### config.mk
export PLATFORM = sky130hd
export DESIGN_NAME = gpio_irq_ctrl
export DESIGN_NICKNAME = d
export VERILOG_FILES = /design/src/rtl/gpio_irq_pkg.sv /design/src/rtl/gpio_pad_sync.sv /design/src/rtl/gpio_pad_detect.sv /design/src/rtl/gpio_irq_status.sv /design/src/rtl/gpio_irq_ctrl.sv
export SDC_FILE = /design/constraint.sdc
export NUM_CORES = 1
export LEC_CHECK = 0
export ABC_AREA = 1
export BUFFER_PORTS_ARGS = -buffer_cell sky130_fd_sc_hd__buf_2
export CORE_MARGIN = 2
export CORE_UTILIZATION = 30
export CTS_CLUSTER_DIAMETER = 200
export CTS_CLUSTER_SIZE = 28
export DETAILED_ROUTE_END_ITERATION = 12
export SLEW_MARGIN = 20
export SYNTH_ARGS = -nofsm -noshare
export SYNTH_HDL_FRONTEND = slang
export SYNTH_SLANG_ARGS = --single-unit
### constraint.sdc
create_clock -name clk_i -period 1.4 [get_ports clk_i]
set_input_delay 0.07 -clock clk_i [delete_from_list [all_inputs] [get_ports clk_i]]
set_output_delay 0.07 -clock clk_i [all_outputs]
set_load 0.01 [all_outputs]
### src/rtl/gpio_irq_pkg.sv
package gpio_irq_pkg;
  localparam int CFG_LSB = 24;
  localparam logic [3:0] OFS_CFG = 4'h0;
  localparam logic [3:0] OFS_VAL = 4'h8;

  // packed MSB first so it maps directly onto config bits 27:24
  typedef struct packed {
    logic direct;
    logic neg;
    logic pos;
    logic level;
  } pad_cfg_t;
endpackage

### src/rtl/gpio_pad_sync.sv
module gpio_pad_sync #(
  parameter int N = 8
) (
  input  logic         clk_i,
  input  logic         rst_ni,
  input  logic [N-1:0] pad_i,
  output logic [N-1:0] sync_o,
  output logic [N-1:0] prev_o
);
  logic [N-1:0] meta_q, sync_q, prev_q;

  always_ff @(posedge clk_i or negedge rst_ni) begin
    if (!rst_ni) begin
      meta_q <= '0;
      sync_q <= '0;
      prev_q <= '0;
    end else begin
      meta_q <= pad_i;
      sync_q <= meta_q;
      prev_q <= sync_q;
    end
  end

  assign sync_o = sync_q;
  assign prev_o = prev_q;
endmodule

### src/rtl/gpio_pad_detect.sv
module gpio_pad_detect
  import gpio_irq_pkg::*;
#(
  parameter int N = 8
) (
  input  pad_cfg_t     cfg_i [N],
  input  logic [N-1:0] sync_i,
  input  logic [N-1:0] prev_i,
  output logic [N-1:0] set_o,
  output logic [N-1:0] direct_o
);
  for (genvar n = 0; n < N; n++) begin : g_pad
    logic rise, fall, trig;
    assign rise = sync_i[n] & ~prev_i[n];
    assign fall = ~sync_i[n] & prev_i[n];
    assign trig = cfg_i[n].level
                ? ((cfg_i[n].pos & sync_i[n]) | (cfg_i[n].neg & ~sync_i[n]))
                : ((cfg_i[n].pos & rise) | (cfg_i[n].neg & fall));
    assign set_o[n]    = trig & ~cfg_i[n].direct;
    assign direct_o[n] = trig & cfg_i[n].direct;
  end
endmodule

### src/rtl/gpio_irq_status.sv
module gpio_irq_status #(
  parameter int N = 8
) (
  input  logic         clk_i,
  input  logic         rst_ni,
  input  logic [N-1:0] set_i,
  input  logic [N-1:0] clr_i,
  output logic [N-1:0] status_o
);
  logic [N-1:0] status_q;

  // new event beats a simultaneous write-1 clear
  always_ff @(posedge clk_i or negedge rst_ni) begin
    if (!rst_ni) status_q <= '0;
    else         status_q <= (status_q & ~clr_i) | set_i;
  end

  assign status_o = status_q;

  for (genvar n = 0; n < N; n++) begin : g_ast
    AST_EVENT_WINS: assert property (@(posedge clk_i) disable iff (!rst_ni)
      set_i[n] |=> status_q[n]) else $error("event lost");
    AST_CLEAR_TAKES: assert property (@(posedge clk_i) disable iff (!rst_ni)
      (clr_i[n] && !set_i[n]) |=> !status_q[n]) else $error("clear ignored");
    AST_RISE_NEEDS_EVENT: assert property (@(posedge clk_i) disable iff (!rst_ni)
      $rose(status_q[n]) |-> $past(set_i[n])) else $error("spurious status");
  end
endmodule

### src/rtl/gpio_irq_ctrl.sv
module gpio_irq_ctrl
  import gpio_irq_pkg::*;
#(
  parameter int NUM_PADS    = 40,
  parameter int ADDR_W      = 12,
  parameter int STATUS_BASE = 'h800
) (
  input  logic                clk_i,
  input  logic                rst_ni,
  input  logic                req_i,
  input  logic                we_i,
  input  logic [ADDR_W-1:0]   addr_i,
  input  logic [31:0]         wdata_i,
  output logic [31:0]         rdata_o,
  input  logic [NUM_PADS-1:0] pad_in_i,
  output logic [NUM_PADS-1:0] pad_out_o,
  output logic [NUM_PADS-1:0] direct_o,
  output logic                irq_o
);
  localparam int NUM_WORDS = (NUM_PADS + 31) / 32;
  localparam int PAD_IW    = (NUM_PADS > 1) ? $clog2(NUM_PADS) : 1;
  localparam int WORD_IW   = (NUM_WORDS > 1) ? $clog2(NUM_WORDS) : 1;

  pad_cfg_t            cfg_q [NUM_PADS];
  logic [NUM_PADS-1:0] out_q, sync, prev, set, clr, status;

  // address decode
  logic [ADDR_W-5:0]  pad_idx;
  logic [PAD_IW-1:0]  pad_sel;
  logic [3:0]         ofs;
  logic               pad_ok;
  logic [ADDR_W-1:0]  word_off;
  logic [ADDR_W-3:0]  word_idx;
  logic [WORD_IW-1:0] word_sel;
  logic               st_ok, wr_st;

  assign pad_idx  = addr_i[ADDR_W-1:4];
  assign pad_sel  = pad_idx[PAD_IW-1:0];
  assign ofs      = addr_i[3:0];
  assign pad_ok   = (int'(addr_i) < STATUS_BASE) && (int'(pad_idx) < NUM_PADS);
  assign word_off = addr_i - ADDR_W'(STATUS_BASE);
  assign word_idx = word_off[ADDR_W-1:2];
  assign word_sel = word_idx[WORD_IW-1:0];
  assign st_ok    = (int'(addr_i) >= STATUS_BASE) && (word_off[1:0] == 2'b00)
                    && (int'(word_idx) < NUM_WORDS);
  assign wr_st    = req_i && we_i && st_ok;

  always_ff @(posedge clk_i or negedge rst_ni) begin
    if (!rst_ni) begin
      for (int i = 0; i < NUM_PADS; i++) cfg_q[i] <= '0;
      out_q <= '0;
    end else if (req_i && we_i && pad_ok) begin
      if (ofs == OFS_CFG) cfg_q[pad_sel] <= pad_cfg_t'(wdata_i[CFG_LSB+3:CFG_LSB]);
      else if (ofs == OFS_VAL) out_q[pad_sel] <= wdata_i[0];
    end
  end

  for (genvar n = 0; n < NUM_PADS; n++) begin : g_clr
    assign clr[n] = wr_st && (int'(word_sel) == n / 32) && wdata_i[n % 32];
  end

  // status bits padded to whole words for read-out
  logic [NUM_WORDS*32-1:0] st_full;
  for (genvar b = 0; b < NUM_WORDS * 32; b++) begin : g_pad_st
    if (b < NUM_PADS) begin : g_real
      assign st_full[b] = status[b];
    end else begin : g_zero
      assign st_full[b] = 1'b0;
    end
  end

  always_comb begin
    rdata_o = '0;
    if (pad_ok) begin
      if (ofs == OFS_CFG)      rdata_o[CFG_LSB+3:CFG_LSB] = cfg_q[pad_sel];
      else if (ofs == OFS_VAL) rdata_o[0] = sync[pad_sel];
    end else if (st_ok) begin
      rdata_o = st_full[{word_sel, 5'b0} +: 32];
    end
  end

  gpio_pad_sync #(.N(NUM_PADS)) u_sync (
    .clk_i (clk_i), .rst_ni(rst_ni), .pad_i(pad_in_i),
    .sync_o(sync),  .prev_o(prev)
  );

  gpio_pad_detect #(.N(NUM_PADS)) u_detect (
    .cfg_i (cfg_q), .sync_i(sync), .prev_i(prev),
    .set_o (set),   .direct_o(direct_o)
  );

  gpio_irq_status #(.N(NUM_PADS)) u_status (
    .clk_i (clk_i), .rst_ni(rst_ni), .set_i(set), .clr_i(clr), .status_o(status)
  );

  assign pad_out_o = out_q;
  assign irq_o     = |status;

  AST_IRQ_FALL_NEEDS_ACK: assert property (@(posedge clk_i) disable iff (!rst_ni)
    $fell(irq_o) |-> $past(wr_st)) else $error("irq dropped without ack");

  for (genvar n = 0; n < NUM_PADS; n++) begin : g_ast
    AST_DIRECT_NEVER_PENDING: assert property (@(posedge clk_i) disable iff (!rst_ni)
      $rose(status[n]) |-> !$past(cfg_q[n].direct)) else $error("direct pad pending");
  end
endmodule

==> results.ini, run 1 <==
[global_routing]
pin_count_of_the_biggest_net_entering_global_routing=71
antenna_found_initial=2
number_of_global_route_vias_before_repair=16460
overflow=0
global_route_wire_length_before_repair_mm=92.60
gr-usage-all-layers_pct=21.27

[setup_path]
critical_path_launch_point_type=flip-flop
path_class=reg -> out
crit_path_frequent_cell=sky130_fd_sc_hd__nand2_1
critical_path.top_delay_family=simple AND/OR/NAND/NOR gates
worstSetupEndpointType=primary output
slowest_stage=sky130_fd_sc_hd__dfrtp_1
cp_slowest_stage_delay_ns=0.42
worst_ep_required_time_ns=1.33
worstPathBufferInverterCount=1
path_max_fanout=2
critical_path_arrival_ns=2.04
path_cells=or2_0 > nand2_1 > nand2_1 > o21ai_2 > nand3_2 > o21ai_1 > nand2_1 > buf_2

[sta]
setup_tns_ns=-20.94
achievable_freq_ghz=0.4738
rsz_0062_raised_after_global_routing=yes
final_max_slew_viols=0
worst_slack_ns=-0.7104
final.period_utilization_pct=150.7
layout_min_cycle_time_ns=2.110
setup_violations=77
worstMarginPinSlew_ns=0.6064
post_route_clock_skew_ns=0.01777
timing.final.hold_violations=0
slew_headroom_pct=59.20

[synth]
post_synth.cell_area_avg_sq_um=8.229
synth_seq_cells=360
post-synth-top-count-cell=sky130_fd_sc_hd__nand2_1
yosysWarnings=0
postSynthNetCount=2083
sequential_fraction_of_the_synthesis_area_pct=54.87
synth.area.top_cells=sky130_fd_sc_hd__dfrtp_1 (55%), sky130_fd_sc_hd__nand2_1 (15%), sky130_fd_sc_hd__o21ai_0 (7.0%)
number_of_enable_type_register_cells_in_the_synthesized_netlist=0
synthDominantAreaCellType=sky130_fd_sc_hd__dfrtp_1
synthCells=1995
synthArstFlopShare_pct=100.0
dominantRegCellSynth=sky130_fd_sc_hd__dfrtp_1
synth.top_cell.area_share_pct=54.87
synth_cell_type_count=35
mapped_cell_area_sq_mm=0.01642
synth_top_cells_by_count=sky130_fd_sc_hd__nand2_1 (635), sky130_fd_sc_hd__dfrtp_1 (360), sky130_fd_sc_hd__inv_1 (249)

[cts]
num_cts_buffers=16
numClockSinks=360
cts_root_buf=sky130_fd_sc_hd__clkbuf_16
cts_max_path_buffers=3
tritoncts_clock_tree=yes
clkSlewWorstSetupHoldPaths_ns=0.12
htree_levels=1
clk_latency_ns=0.54

[power]
report.power.total_mw=18.62
power_switching_mw=4.752
clockPowerShare_pct=31.1
seqPwrFrac_pct=57.5
comb_power_share_pct=11.4
power.ir.vdd_worst_mv=0.6756
power_leakage_nw=12.73
power.density_mw_per_mm2=748.3
swShare_pct=25.52
intPower_mw=13.87

[floorplanning]
dieWidth_microns=237.9
die_height_microns=237.9
die_area_sq_mm=0.05661
floorplan.initialDensity_pct=30.45
num_rows=85
floorplan.core_area_sq_mm=0.05392
pin_count=201

[routing]
drt_iter0_markers=1291
wire_per_inst_microns=18.23
remaining_drcs=0
detailedRoute.firstPassIterationCount=7
post_drt_antenna_nets=0
wirelength_mm=61.12
vias=16050
post_drt_via_cell_ratio=4.788

[layout]
finalNetCount=2745
layout-drive-gt1-share_pct=36.09
seq_area_sq_mm=0.009011
layout.filler_cells=5077
areaGrowthSynthToFinish_pct=51.54
antenna_cell_count=0
stdcell_area_sq_mm=0.02488
multi_input_combinational_cell_area_sq_mm=0.007641
layout.core_utilization_pct=46.14

[min_path]
min_path_type=in -> async

[outcome]
violated_checks=negative setup slack
outcome=complete, but fails checks

[place]
port_buffers=200
place_worst_setup_slack_ns=-0.5276
place_congestion=0.9531
placed_area_sq_mm=0.02106
hpwl_mm=43.42

[flow_run]
cap_violations=0

==> logic make-up after synthesis <==
logic type / count (synthesis) / share of synthesized area [%]
and+or+nand+nor: 923 / 23.15
DFF: 360 / 54.87
AOI/OAI and AO/OA: 338 / 11.05
buffers and inverters: 322 / 7.850
muxes: 40 / 2.439
xor gates and xnor gates: 12 / 0.6402
==> worst register-to-register path, stage by stage (launching register included) <==
cell and delay, ns:
sky130_fd_sc_hd__dfrtp_1 0.38, sky130_fd_sc_hd__inv_2 0.07, sky130_fd_sc_hd__buf_6 0.11, sky130_fd_sc_hd__buf_6 0.10, sky130_fd_sc_hd__buf_6 0.10, sky130_fd_sc_hd__buf_6 0.11, sky130_fd_sc_hd__a211oi_4 0.22, sky130_fd_sc_hd__a31oi_2 0.08
sky130_fd_sc_hd__buf_4 0.15, sky130_fd_sc_hd__o21ai_2 0.11
==> per-layer routing <==
layer	routed length, microns	global-route usage (%)
met1	25830	27.96
met3	4027	3.251
met2	29290	35.63
met5	132	2.684
met4	1832	6.994
==> final timing paths <==
check | from | endpoint | slack, ns | depth (start not counted)
worst max-delay path | cfg_q[97] | rdata_o[25] | -0.71 | 8
worst min-delay path | rst_ni | cfg_q[33] | 0.007 | 2
worst max register to register | cfg_q[126] | u_status.status_o[8] | -0.09 | 9
worst min register to register | u_sync.meta_q[24] | u_sync.sync_o[24] | 0.35 | 0
max in group asynchronous | rst_ni | u_sync.sync_o[10] | 0.67 | 3
min in group clk_i | wdata_i[26] | cfg_q[118] | 0.07 | 4
==> area by class of cell <==
type	count	share of cell area (%)
Sequential cell	360	36.22
Multi-Input combinational cell	1313	30.71
Timing Repair Buffer	713	23.89
Inverter	253	3.847
Tap cell	696	3.500
Clock buffer	17	1.710
Clock inverter	1	0.1207
==> cells in the final DEF, fill, tap and decap left out, types with 39 or more instances in the layout <==
master | synthesis | layout
sky130_fd_sc_hd__buf_2 | 24 | 157
sky130_fd_sc_hd__buf_4 | 3 | 338
sky130_fd_sc_hd__buf_6 | 3 | 122
sky130_fd_sc_hd__dfrtp_1 | 360 | 358
sky130_fd_sc_hd__dlygate4sd3_1 | 0 | 69
sky130_fd_sc_hd__inv_1 | 249 | 203
sky130_fd_sc_hd__inv_2 | 2 | 46
sky130_fd_sc_hd__mux2i_1 | 40 | 40
sky130_fd_sc_hd__nand2_1 | 635 | 610
sky130_fd_sc_hd__nand3_1 | 61 | 52
sky130_fd_sc_hd__nor2_1 | 149 | 75
sky130_fd_sc_hd__nor2_2 | 4 | 39
sky130_fd_sc_hd__nor2_4 | 1 | 40
sky130_fd_sc_hd__o21ai_0 | 229 | 205
sky130_fd_sc_hd__o21ai_1 | 45 | 56
==> power by group through the flow <==
stage	logic, mW	registers, mW	clock network [mW]
2_1_floorplan	0.569	10.9	0
3_3_place_gp	1.56	10.9	0
3_5_place_dp	1.59	10.9	0
4_1_cts	1.99	10.7	5.95
5_1_grt	2.29	10.7	6.31
6_report	2.12	10.7	5.78
==> through the flow <==
stage | hold slack [ns] | instances
after detailed placement | -0.01799 | 3198
final | 0.006880 | 3353
after global routing | 0.01322 | 3353
after CTS | 0.0002903 | 3332
after global placement | -0.01914 | 3198
after floorplan | -0.2256 | 1995
==> registers in the layout, indices dropped and copies added, names as in the netlist <==
name	flops
cfg_q	160
pad_out_o	40
u_status.status_o	40
u_sync.meta_q	40
u_sync.prev_o	40
u_sync.sync_o	40
==> what timing repair did <==
action,CTS,global route
setup endpoints to repair,74,81
gates resized for setup,354,183
setup buffers,61,47
gates cloned,2,0
pin swaps,110,87
hold buffers,69,0
endpoints found under the hold margin,430,0
(Power assumes the default switching activity.)
==> inputs of run 2 (changes only) <==
--- a/config.mk
+++ b/config.mk
@@ -12,6 +12,7 @@
 export CTS_CLUSTER_DIAMETER = 200
 export CTS_CLUSTER_SIZE = 28
 export DETAILED_ROUTE_END_ITERATION = 12
+export SKIP_CTS_REPAIR_TIMING = 1
 export SLEW_MARGIN = 20
 export SYNTH_ARGS = -nofsm -noshare
 export SYNTH_HDL_FRONTEND = slang
==> run 2 against run 1 <==
The run ends with negative hold slack, negative setup slack left. Combinational power shrank 5%. Clock power is essentially flat. Non-clock buffer count shrank 29. Setup slack lost 0.087 ns. Die area is the same. Flip-flop and latch count is the same. Sequential power is essentially flat. Final area shrank 2.4%. Clock-buffer cell count is the same. Core utilization shrank 1.1 points. Cell count shrank 0.84%. Critical path depth shrank 1. Critical path type unchanged.
==> results.ini, run 2 (same netlist as run 1, synthesis figures left out) <==
[global_routing]
overflow=0
gr-usage-all-layers_pct=20.13
pin_count_of_the_biggest_net_entering_global_routing=71
global_route_wire_length_before_repair_mm=87.48
antenna_found_initial=1
number_of_global_route_vias_before_repair=15400

[sta]
post_route_clock_skew_ns=0.01862
hold_slack_ns=-0.03177
worst_slack_ns=-0.7976
achievable_freq_ghz=0.4550
setup_tns_ns=-21.80
final.period_utilization_pct=157.0
layout_min_cycle_time_ns=2.198
timing.final.hold_violations=5
final_max_slew_viols=0
rsz_0062_raised_after_global_routing=yes
setup_violations=73
slew_headroom_pct=60.15
worstMarginPinSlew_ns=0.5922

[setup_path]
worst_ep_required_time_ns=1.33
critical_path_launch_point_type=flip-flop
timing.rr.end=u_status.status_o[36]
cp-startpoint=u_status.status_o[27]
path_max_fanout=2
worstReg2RegStart=cfg_q[12]
cp-endpoint=irq_o
worst-r2r-cell-count=5
critical_path_arrival_ns=2.13
worstSetupEndpointType=primary output
path_class=reg -> out
worst-r2r-setup-slack_ns=0.02

[power]
intPower_mw=13.80
swShare_pct=25.60
power.ir.vdd_worst_mv=0.6795
seqPwrFrac_pct=57.8
power_switching_mw=4.748
power_leakage_nw=12.55
clockPowerShare_pct=31.3
comb_power_share_pct=10.9
power.density_mw_per_mm2=763.6

[floorplanning]
num_rows=85
pin_count=201
floorplan.initialDensity_pct=30.45
die_height_microns=237.9
floorplan.core_area_sq_mm=0.05392
die_area_sq_mm=0.05661
dieWidth_microns=237.9

[layout]
finalNetCount=2716
final_cell_mix=sky130_fd_sc_hd__nand2_1 (609), sky130_fd_sc_hd__dfrtp_1 (356), sky130_fd_sc_hd__buf_4 (342), sky130_fd_sc_hd__inv_1 (217), sky130_fd_sc_hd__o21ai_0 (212)
layout-drive-gt1-share_pct=34.32
mostFrequentLayoutCell=sky130_fd_sc_hd__nand2_1
layout.filler_cells=5168
stdcell_area_sq_mm=0.02429
largest_register_ff_count=160
areaGrowthSynthToFinish_pct=47.95
top_register=cfg_q

[routing]
drt_iter0_markers=1279
remaining_drcs=0
vias=15830
wirelength_mm=60.38
post_drt_antenna_nets=0
post_drt_via_cell_ratio=4.762
detailedRoute.firstPassIterationCount=6
wire_per_inst_microns=18.16

[cts]
clk_latency_ns=0.54
tritoncts_clock_tree=yes
numClockSinks=360
htree_levels=1
num_cts_buffers=16
clkSlewWorstSetupHoldPaths_ns=0.12
cts_max_path_buffers=3
cts_root_buf=sky130_fd_sc_hd__clkbuf_16

[outcome]
violated_checks=negative hold slack, negative setup slack
outcome=complete, but fails checks

[place]
placed_area_sq_mm=0.02106
port_buffers=200
place_worst_setup_slack_ns=-0.5276
place_congestion=0.9531
hpwl_mm=43.42

[flow_run]
cap_violations=0

[min_path]
min_path_type=in -> reg

## run 2: cell count changes in the layout (fill, tap and decap cells not counted), moves of 3 or more
cell,previous run,this run
sky130_fd_sc_hd__o21ai_0,205,212
sky130_fd_sc_hd__dlygate4sd3_1,69,64
sky130_fd_sc_hd__inv_1,203,217
sky130_fd_sc_hd__buf_4,338,342
sky130_fd_sc_hd__buf_2,157,174
sky130_fd_sc_hd__buf_6,122,78
sky130_fd_sc_hd__nor2_4,40,21
sky130_fd_sc_hd__nor2_1,75,92
sky130_fd_sc_hd__o21ai_1,56,53
sky130_fd_sc_hd__inv_2,46,33
sky130_fd_sc_hd__o21ai_2,13,9
## run 2: worst min path at each step
stage                          start               endpoint  depth (start not counted)  slack [ns]
after floorplan               rst_ni               cfg_q[0]                          0       -0.23
after global placement        rst_ni      u_sync.meta_q[31]                          1       -0.02
final                     wdata_i[3]   u_status.status_o[3]                          4       -0.03
after detailed placement      rst_ni      u_sync.meta_q[31]                          1       -0.02
after CTS                     rst_ni              cfg_q[33]                          1       -0.60
after global routing      wdata_i[0]  u_status.status_o[32]                          4        0.01
## run 2: routing by layer
metal | global-route usage (%) | vias to the layer above | wire length, microns | share of wire (%)
li1 | - | 7535 | - | -
met1 | 27.34 | 7675 | 26140 | 43
met2 | 32.78 | 530 | 28790 | 48
met3 | 3.158 | 91 | 3812 | 6.3
met4 | 6.461 | 2 | 1615 | 2.7
met5 | 1.299 | - | 12 | 0.020
## run 2: through the flow
stage | hold WS, ns | instances | utilization (%) | power [mW]
after floorplan | -0.2256 | 1995 | - | 11.44
after global placement | -0.01914 | 3198 | 39.05 | 12.45
after detailed placement | -0.01799 | 3198 | 39.05 | 12.48
after CTS | -0.6033 | 3216 | 39.89 | 18.23
after global routing | 0.01063 | 3324 | 45.04 | 19.22
final | -0.03177 | 3325 | 45.05 | 18.55
## run 2: critical path, cell delays in order, from the launching register on
cell and delay, ns:
sky130_fd_sc_hd__dfrtp_1 0.44, sky130_fd_sc_hd__nor4_4 0.33, sky130_fd_sc_hd__buf_4 0.16, sky130_fd_sc_hd__nand4_1 0.09, sky130_fd_sc_hd__buf_6 0.16, sky130_fd_sc_hd__nor2_4 0.13, sky130_fd_sc_hd__nand3_4 0.10, sky130_fd_sc_hd__buf_6 0.16
## run 2: cell type report
type | count | area [sq um] | share of cell area (%)
well taps | 696 | 870.8 | 3.585
clock inverters | 1 | 30.03 | 0.1236
clock buffers | 17 | 425.4 | 1.751
repair buffers | 684 | 5483 | 22.57
flip-flops and latches | 360 | 9014 | 37.11
multi-input cells | 1313 | 7512 | 30.93
diodes | 1 | 2.502 | 0.01030
inverters | 253 | 952.2 | 3.920
## run 2: power by group through the flow
stage          sequential, mW  clock (mW)  combinational (mW)
6_report                 10.7        5.81                2.02
5_1_grt                  10.7        6.29                2.19
4_1_cts                  10.7        5.95                1.59
3_5_place_dp             10.9           0                1.59
3_3_place_gp             10.9           0                1.56
2_1_floorplan            10.9           0               0.569
==> inputs of run 3 (changes only) <==
--- a/config.mk
+++ b/config.mk
@@ -16,4 +16,5 @@
 export SLEW_MARGIN = 20
 export SYNTH_ARGS = -nofsm -noshare
 export SYNTH_HDL_FRONTEND = slang
+export SYNTH_HIERARCHICAL = 1
 export SYNTH_SLANG_ARGS = --single-unit
==> run 3 against run 2 <==
Routed wire length is 0.72% higher. Final area up 3.5%. Cell count up 16%. Clock power is essentially flat. Sequential power is essentially flat. The flow finishes with violations (negative setup slack). Synthesized area grew 8.7%.
==> results.ini, run 3 <==
[outcome]
outcome=complete, but fails checks
violated_checks=negative setup slack

[place]
hpwl_mm=45.64
place_congestion=0.9244
placed_area_sq_mm=0.02273
port_buffers=200
place_worst_setup_slack_ns=-0.5470
post-place-cells=3761

[global_routing]
antenna_found_initial=4
global_route_wire_length_before_repair_mm=90.02
number_of_global_route_vias_before_repair=15730
pin_count_of_the_biggest_net_entering_global_routing=69
gr-usage-all-layers_pct=19.18
overflow=0

[routing]
post_drt_antenna_nets=0
drt_iter0_markers=1465
remaining_drcs=0
post_drt_via_cell_ratio=4.345
wire_per_inst_microns=15.71
vias=16820
wirelength_mm=60.81
detailedRoute.firstPassIterationCount=5

[synth]
post_synth.cell_area_avg_sq_um=7.192
number_of_enable_type_register_cells_in_the_synthesized_netlist=0
yosysWarnings=6
post-synth-top-count-cell=sky130_fd_sc_hd__nand2_1
dominantRegCellSynth=sky130_fd_sc_hd__dfrtp_1
synth.area.top_cells=sky130_fd_sc_hd__dfrtp_1 (50%), sky130_fd_sc_hd__nand2_1 (18%), sky130_fd_sc_hd__inv_1 (9.4%)
synthCells=2481
synth_cell_type_count=25
sequential_fraction_of_the_synthesis_area_pct=50.49
synth.top_cell.area_share_pct=50.49
synth_top_cells_by_count=sky130_fd_sc_hd__nand2_1 (846), sky130_fd_sc_hd__inv_1 (446), sky130_fd_sc_hd__nor2_1 (377)
synth_seq_cells=360
synthArstFlopShare_pct=100.0
postSynthNetCount=2569
mapped_cell_area_sq_mm=0.01784
synthDominantAreaCellType=sky130_fd_sc_hd__dfrtp_1

[sta]
rsz_0062_raised_after_global_routing=yes
post_route_clock_skew_ns=0.01788
timing.final.hold_violations=0
final.period_utilization_pct=163.5
final_max_slew_viols=0
worstMarginPinSlew_ns=0.6149
worst_slack_ns=-0.8894
layout_min_cycle_time_ns=2.289
setup_tns_ns=-18.89
slew_headroom_pct=58.87
hold_slack_ns=0.03382
setup_violations=67
achievable_freq_ghz=0.4368

[layout]
layout-drive-gt1-share_pct=28.42
layout.core_utilization_pct=42.68
mostFrequentLayoutCell=sky130_fd_sc_hd__nand2_1
largest_register_ff_count=160
layout.filler_cells=5954
areaGrowthSynthToFinish_pct=40.89
finalNetCount=3184
top_register=cfg_q
post_layout_nonfiller_instances=3870
stdcell_area_sq_mm=0.02514
final_cell_mix=sky130_fd_sc_hd__nand2_1 (811), sky130_fd_sc_hd__inv_1 (401), sky130_fd_sc_hd__dfrtp_1 (354), sky130_fd_sc_hd__buf_4 (323), sky130_fd_sc_hd__nor2_1 (292)

[floorplanning]
dieWidth_microns=247.9
num_rows=89
floorplan.core_area_sq_mm=0.05891
pin_count=201
die_area_sq_mm=0.06144
die_height_microns=247.9
floorplan.initialDensity_pct=30.29

[min_path]
min_path_type=in -> reg

[cts]
clkSlewWorstSetupHoldPaths_ns=0.12
numClockSinks=360
cts_root_buf=sky130_fd_sc_hd__clkbuf_16
clk_latency_ns=0.56
htree_levels=1
cts_max_path_buffers=3
num_cts_buffers=16
tritoncts_clock_tree=yes

[power]
power.ir.vdd_worst_mv=0.6684
power.density_mw_per_mm2=746.4
power_leakage_nw=13.80
report.power.total_mw=18.76

[setup_path]
path_max_fanout=2
critical_path_launch_point_type=flip-flop
path_class=reg -> out
worst_ep_required_time_ns=1.33
critical_path_arrival_ns=2.22
worstSetupEndpointType=primary output

[flow_run]
cap_violations=0

[run 3: worst max-delay path, cell delays in order, from the launching register on]
cell and delay, ns:
sky130_fd_sc_hd__dfrtp_1 0.42, sky130_fd_sc_hd__nor4_4 0.33, sky130_fd_sc_hd__buf_4 0.20, sky130_fd_sc_hd__nand4_1 0.28, sky130_fd_sc_hd__nor2_1 0.17, sky130_fd_sc_hd__nand3_1 0.11, sky130_fd_sc_hd__buf_2 0.17
[run 3: report_power, final]
group / leakage, nW / switching [mW] / total (mW) / internal, mW
Combinational: 9.04 / 1.30 / 2.23 / 0.929
Sequential: 4.54 / 0.119 / 10.7 / 10.6
Clock: 0.224 / 3.45 / 5.84 / 2.39
[run 3: per-layer routing]
layer	GRT usage, %	routed length (microns)	vias to the layer above
met5	0	55	-
met4	3.417	1019	8
met3	3.752	4028	50
met2	29.58	26740	457
met1	28.03	28960	7729
li1	-	-	8573
[run 3: final timing paths]
path                                             from               endpoint  slack [ns]  cells after the start
min in group asynchronous                      rst_ni             cfg_q[130]        0.10                      3
worst min-delay path                      wdata_i[24]               cfg_q[0]        0.03                      4
worst min register to register      u_sync/meta_q[24]      u_sync/sync_o[24]        0.36                      0
max in group asynchronous                      rst_ni      u_sync/sync_o[14]        0.23                      3
worst max register to register      u_sync/sync_o[24]  u_status/status_o[24]        0.03                      9
worst max-delay path            u_status/status_o[18]                  irq_o       -0.89                      6
[run 3: cell families after synthesis]
group | count (synthesis) | share of synthesized area, %
simple gates | 1368 | 31.57
compound gates | 230 | 6.549
flops | 360 | 50.49
buf+inv | 523 | 11.39
[run 3: layout make-up]
class | count | area, sq um | area share [%]
Clock inverter | 1 | 30.03 | 0.1194
Antenna cell | 1 | 2.502 | 0.009954
Sequential cell | 360 | 9016 | 35.86
Tap cell | 773 | 967.2 | 3.847
Multi-Input combinational cell | 1598 | 7440 | 29.59
Inverter | 453 | 1768 | 7.032
Clock buffer | 17 | 425.4 | 1.692
Timing Repair Buffer | 667 | 5492 | 21.84
